$ cat src/rtl/ramaddr_pkg.sv
package ramaddr_pkg;
  localparam int OP_W = 4;

  typedef enum logic [OP_W-1:0] {
    OP_IDLE          = 4'd0,
    OP_MEM_LD        = 4'd1,
    OP_MEM_SWAP      = 4'd2,
    OP_MEM_SWAP_DEC  = 4'd3,
    OP_LO_INC        = 4'd4,
    OP_LO_DEC        = 4'd5,
    OP_SWAP_ACC_LO   = 4'd6,
    OP_SWAP_X_MID    = 4'd7,
    OP_LOAD_ALL      = 4'd8,
    OP_LOAD_LO       = 4'd9,
    OP_ARM_MASK      = 4'd10
  } uop_e;
endpackage

$ cat src/rtl/ramaddr_lo_step.sv
// Low-nibble counter step: one adder, direction chosen per cycle.
module ramaddr_lo_step #(
  parameter int NIB_W = 4
) (
  input  logic [NIB_W-1:0] lo_cur,
  input  logic             down,
  output logic [NIB_W-1:0] lo_next,
  output logic             wrap
);
  localparam logic [NIB_W-1:0] ONE  = NIB_W'(1);
  localparam logic [NIB_W-1:0] ZERO = '0;
  localparam logic [NIB_W-1:0] TOP  = '1;

  always_comb begin
    lo_next = down ? (lo_cur - ONE) : (lo_cur + ONE);
    wrap    = down ? (lo_next == TOP) : (lo_next == ZERO);
  end
endmodule

$ cat src/rtl/ramaddr_mid_flip.sv
// Flips the low XOR_W bits of the middle nibble with the inverted immediate.
module ramaddr_mid_flip #(
  parameter int NIB_W = 4,
  parameter int XOR_W = 3
) (
  input  logic [NIB_W-1:0] mid_cur,
  input  logic [XOR_W-1:0] imm,
  output logic [NIB_W-1:0] mid_next
);
  logic [NIB_W-1:0] flip_vec;

  generate
    if (NIB_W > XOR_W) begin : g_pad
      assign flip_vec = {{(NIB_W-XOR_W){1'b0}}, ~imm};
    end else begin : g_full
      assign flip_vec = ~imm[NIB_W-1:0];
    end
  endgenerate

  assign mid_next = mid_cur ^ flip_vec;
endmodule

$ cat src/rtl/ramaddr_mask.sv
// One-shot address mask: armed by a load, dropped after one memory access.
module ramaddr_mask #(
  parameter int ADDR_W = 12
) (
  input  logic              clk,
  input  logic              rst,
  input  logic              arm,
  input  logic [ADDR_W-1:0] arm_val,
  input  logic              consume,
  input  logic [ADDR_W-1:0] ptr,
  output logic [ADDR_W-1:0] eff_addr
);
  logic [ADDR_W-1:0] mask_q;

  always_ff @(posedge clk) begin
    if (rst) begin
      mask_q <= '0;
    end else if (arm) begin
      mask_q <= arm_val;
    end else if (consume) begin
      mask_q <= '0;
    end
  end

  assign eff_addr = ptr & ~mask_q;
endmodule

$ cat src/rtl/ramaddr_unit.sv
module ramaddr_unit
  import ramaddr_pkg::*;
#(
  parameter int NIB_W  = 4,
  parameter int ADDR_W = 12,
  parameter int XOR_W  = 3
) (
  input  logic              clk,
  input  logic              rst,
  input  logic [OP_W-1:0]   op_code,
  input  logic [XOR_W-1:0]  op_imm,
  input  logic [NIB_W-1:0]  acc_in,
  input  logic [NIB_W-1:0]  x_in,
  input  logic [ADDR_W-1:0] ld_val,
  input  logic [NIB_W-1:0]  mem_rdata,
  output logic [ADDR_W-1:0] addr_bus,
  output logic [ADDR_W-1:0] ram_addr,
  output logic              ram_rd,
  output logic              ram_wr,
  output logic [NIB_W-1:0]  ram_wdata,
  output logic              acc_wr,
  output logic [NIB_W-1:0]  acc_wdata,
  output logic              x_wr,
  output logic [NIB_W-1:0]  x_wdata,
  output logic              skip
);
  localparam int MID_LO = NIB_W;

  uop_e op;
  assign op = uop_e'(op_code);

  logic [ADDR_W-1:0] ptr_q, ptr_d;
  logic [NIB_W-1:0]  lo_cur, mid_cur, lo_step, mid_flip;
  logic              step_down, step_wrap;
  logic              is_mem, is_swap, is_count;

  assign lo_cur  = ptr_q[NIB_W-1:0];
  assign mid_cur = ptr_q[MID_LO +: NIB_W];

  always_comb begin
    is_mem    = (op == OP_MEM_LD) || (op == OP_MEM_SWAP) || (op == OP_MEM_SWAP_DEC);
    is_swap   = (op == OP_MEM_SWAP) || (op == OP_MEM_SWAP_DEC);
    step_down = (op == OP_LO_DEC) || (op == OP_MEM_SWAP_DEC);
    is_count  = step_down || (op == OP_LO_INC);
  end

  ramaddr_lo_step #(.NIB_W(NIB_W)) u_step (
    .lo_cur  (lo_cur),
    .down    (step_down),
    .lo_next (lo_step),
    .wrap    (step_wrap)
  );

  ramaddr_mid_flip #(.NIB_W(NIB_W), .XOR_W(XOR_W)) u_flip (
    .mid_cur  (mid_cur),
    .imm      (op_imm),
    .mid_next (mid_flip)
  );

  ramaddr_mask #(.ADDR_W(ADDR_W)) u_mask (
    .clk      (clk),
    .rst      (rst),
    .arm      (op == OP_ARM_MASK),
    .arm_val  (ld_val),
    .consume  (is_mem),
    .ptr      (ptr_q),
    .eff_addr (ram_addr)
  );

  always_comb begin
    ptr_d = ptr_q;
    case (op)
      OP_MEM_LD, OP_MEM_SWAP: ptr_d[MID_LO +: NIB_W] = mid_flip;
      OP_MEM_SWAP_DEC: begin
        ptr_d[MID_LO +: NIB_W] = mid_flip;
        ptr_d[NIB_W-1:0]       = lo_step;
      end
      OP_LO_INC, OP_LO_DEC:   ptr_d[NIB_W-1:0] = lo_step;
      OP_SWAP_ACC_LO:         ptr_d[NIB_W-1:0] = acc_in;
      OP_SWAP_X_MID:          ptr_d[MID_LO +: NIB_W] = x_in;
      OP_LOAD_ALL:            ptr_d = ld_val;
      OP_LOAD_LO:             ptr_d[NIB_W-1:0] = ld_val[NIB_W-1:0];
      default:                ptr_d = ptr_q;
    endcase
  end

  always_ff @(posedge clk) begin
    if (rst) begin
      ptr_q     <= '0;
      skip      <= 1'b0;
      acc_wr    <= 1'b0;
      acc_wdata <= '0;
      x_wr      <= 1'b0;
      x_wdata   <= '0;
    end else begin
      ptr_q     <= ptr_d;
      skip      <= is_count && step_wrap;
      acc_wr    <= is_mem || (op == OP_SWAP_ACC_LO);
      acc_wdata <= (op == OP_SWAP_ACC_LO) ? lo_cur : mem_rdata;
      x_wr      <= (op == OP_SWAP_X_MID);
      x_wdata   <= mid_cur;
    end
  end

  assign addr_bus  = ptr_q;
  assign ram_rd    = is_mem;
  assign ram_wr    = is_swap;
  assign ram_wdata = acc_in;
endmodule

$ cat config.mk
export PLATFORM = sky130hd
export DESIGN_NAME = ramaddr_unit
export DESIGN_NICKNAME = d
export VERILOG_FILES = /design/src/rtl/ramaddr_pkg.sv /design/src/rtl/ramaddr_lo_step.sv /design/src/rtl/ramaddr_mid_flip.sv /design/src/rtl/ramaddr_mask.sv /design/src/rtl/ramaddr_unit.sv
export SDC_FILE = /design/constraint.sdc
export NUM_CORES = 1
export LEC_CHECK = 0
export CAP_MARGIN = 20
export CORE_MARGIN = 2
export CORE_UTILIZATION = 43
export CTS_CLUSTER_SIZE = 10
export DETAILED_ROUTE_END_ITERATION = 10
export GPL_TIMING_DRIVEN = 1
export PLACE_DENSITY = 0.8
export SETUP_SLACK_MARGIN = 0.2
export SLEW_MARGIN = 5
export SYNTH_ARGS = -nofsm -noshare
export SYNTH_HDL_FRONTEND = slang
export SYNTH_SLANG_ARGS = --single-unit
export TNS_END_PERCENT = 20
$ cat constraint.sdc
create_clock -name clk -period 2.35 [get_ports clk]
set_input_delay 0.235 -clock clk [delete_from_list [all_inputs] [get_ports clk]]
set_output_delay 0.235 -clock clk [all_outputs]
set_load 0.005 [all_outputs]
==> flow_summary.toml <==
[finish]
areaGrowthSynthToFinish_pct = 50.53
layout_common_cells = "clkdlybuf4s50_1 (73), dfxtp_1 (35), nor2_1 (29), a22oi_1 (17), nor2b_1 (14)"
multi_input_area_um2 = 955.9
fin_area_mm2 = 0.002680
final_nets = 305
seq_area_um2 = 700.7
final_cells = 318
antenna_cells = 0
drive_gt1_share_pct = 10.07
fill_cells = 357
final_common_cell = "clkdlybuf4s50_1"

[die]
rows = 23
die_x_um = 68.35
core_mm2 = 0.004000
die_h_um = 68.35
io-pin-count = 74
start_util_pct = 44.51
die_area_mm2 = 0.004671

[setup_path]
required_ns = 2.52
timing.rr.end = "addr_bus[2]"
path_cells = "clkdlybuf4s50_1, xor2_1, and3_2, fa_1, xnor2_2, nor3_1, a221o_1, mux2i_1, nor2_1"
startpoint_type = "input port"
crit_cells = 9
worstSetupEndpointType = "register"
crit_path_max_fanout = 6
r2r-start = "addr_bus[0]"
r2r_setup_slack_ns = 0.64
path_class = "in2reg"
arrival_ns = 2.26
crit_family = "buffers and inverters"
max_stage_delay_ns = 0.43
timing.critical_path.buf_inv = 1
cpMaxStageDelayCell = "clkdlybuf4s50_1"
rr_worst_depth = 6

[global_route]
grt_max_degree = 36
grt_use_total_pct = 20.52
grt_pass1_wl_um = 7162
grt_pass1_vias = 1563
overflow = 0
grt_antenna_before_repair = 0

[cts]
cts_htree_levels = 2
clkLatencyLatePin_ns = 0.29
clk_pin_slew_ns = 0.07
cts_sinks = 35
cts.path.max_buffers = 2
cts_buffers = 5
tritoncts = "done"
cts_root_buf = "clkbuf_8"

[power_and_ir_drop]
leakagePower_nw = 1.049
pwr_density_cell_mw_per_mm2 = 594.9
ir_drop_v = 0.0005566

[synthesis]
synth_fa_ha_area_share_pct = 3.935
synthArstFlopShare_pct = 0
synthTopCellsByArea = "dfxtp_1 (39%), a22oi_1 (7.2%), nor2_1 (6.1%)"
synth_simple_gate_area_share_pct = 21.86
yosys.area.top_type = "dfxtp_1"
synth_top_family_by_area = "simple AND/OR/NAND/NOR gates"
syn-num-nets = 231
synth_cell_types = 39
synth_xor_area_share_pct = 3.233
yosysTopAreaCellShare_pct = 39.35
synthCells = 193
ys_warn_count = 0
synth_edf_count = 0
avgSynthCellArea_um2 = 9.225
netlist_area_mm2 = 0.001780
ys_seq_area_share_pct = 39.35
synthFlopType = "dfxtp_1"
synth-seq-cells = 35
synth_mux_area_share_pct = 5.060
synth_compound_area_share_pct = 19.11

[place]
placedCellCount = 310
hpwl_um = 3238
io_buffers = 73
postPlaceCellArea_mm2 = 0.002539
gp_congestion = 0.9047

[job]
maxCapViolCount = 0

[detailed_routing]
drc = 0
drt-initial-drc-count = 125
drt_wl_total_um = 4389
drt_pass1_iterations = 4
detail-route-antenna-nets = 0
post_drt_via_cell_ratio = 5.226
wl_per_cell_um = 13.80
dr_total_vias = 1662

[worst_hold_path]
hold_end = "addr_bus[7]"
hold_depth = 2
hold_path_class = "reg2reg"
hp-start = "addr_bus[7]"

[run_status]
status = "finished clean"

[timing]
setup_viol = 0
fmax_mhz = 479.4
slew_headroom_pct = 70.71
fin_worst_skew_ns = 0.005690
finalCritPeriodShare_pct = 88.76
rsz0062_at_grt = "yes"
finalHoldViolCount = 0
worstMarginPinSlew_ns = 0.4393
slew_violations = 0
period_needed_ns = 2.086
## routing by layer
metal / global-route usage, % / share of wire, % / vias up
li1: - / - / 828
met1: 24.09 / 41 / 752
met2: 34.59 / 48 / 76
met3: 7.730 / 9.8 / 6
met4: 6.250 / 1.0 / 0
met5: 0 / 0 / -
## how the worst max path moves through the flow
stage	start	endpoint	slack [ns]
after floorplan	op_code[1]	addr_bus[2]	0.37
after global placement	op_code[2]	addr_bus[3]	-0.02
after detailed placement	op_code[1]	addr_bus[3]	-0.08
after CTS	op_code[1]	addr_bus[3]	0.23
after global routing	op_code[1]	addr_bus[2]	0.17
final	op_code[1]	addr_bus[2]	0.26
## cell type report
| cell class | count | area share (%) |
|---|---|---|
| clock buffers | 6 | 2.708 |
| clock inverters | 2 | 2.241 |
| inverters | 4 | 0.5602 |
| multi-input cells | 137 | 35.67 |
| flip-flops and latches | 35 | 26.14 |
| well taps | 50 | 2.334 |
| repair buffers | 84 | 30.35 |
## where the power goes
group,total (mW),switching [mW],internal [mW]
sequential,0.638,0.0211,0.617
clock,0.645,0.221,0.424
combinational,0.312,0.124,0.188
total,1.59,0.366,1.23
## synthesized netlist by cell type, types with 2 or more instances
cell and number:
a211oi_1 6, nor2_1 29, nand2_1 10, buf_2 4, nand3b_1 2, ha_1 4
mux2i_1 9, a22oi_1 17, clkbuf_1 3, o21ai_0 2, nor3_1 4, dfxtp_1 35
or4b_1 2, inv_1 4, xnor2_1 3, nand2b_1 3, buf_6 3, a22o_1 2
a21oi_1 9, a21o_1 4, buf_4 7, nor2b_1 14
## cells by family after synthesis
kind of cell | count (synthesis)
compound gates | 47
mux | 9
buf+inv | 21
xor+xnor | 5
flops | 35
simple gates | 71
fa+ha+maj | 5
## metrics by stage
step | setup slack [ns] | hold slack, ns | power, mW | setup TNS [ns] | utilization [%]
after detailed placement | -0.07530 | 0.4698 | 0.9601 | -0.1622 | 63.47
after global routing | 0.1724 | 0.5169 | 1.669 | 0 | 67.00
after floorplan | 0.3659 | 0.3789 | 0.7967 | 0 | -
after CTS | 0.2341 | 0.4795 | 1.611 | 0 | 66.78
after global placement | -0.02141 | 0.4762 | 0.9551 | -0.02141 | 63.47
final | 0.2641 | 0.4803 | 1.594 | 0 | 67.00
## state kept, by name (all words and copies together), names as in the netlist
signal,flops
x_wr,1
skip,1
u_mask.mask_q,12
addr_bus,12
acc_wr,1
acc_wdata,4
x_wdata,4
## timing repair
item                                   in CTS  in global routing
setup endpoints to repair                   0                  3
hold buffers                                0                  0
gates resized for setup                     0                  2
endpoints found under the hold margin       0                  0
buffers inserted                            0                  0
## worst reg2reg max path: stages (launching register included)
cell and delay (ns):
dfxtp_1 0.38, fa_1 0.48, xnor2_2 0.20, nor3_1 0.08
a221o_1 0.27, mux2i_1 0.12, nor2_1 0.05
No activity file was read; power rests on OpenSTA's default activity.
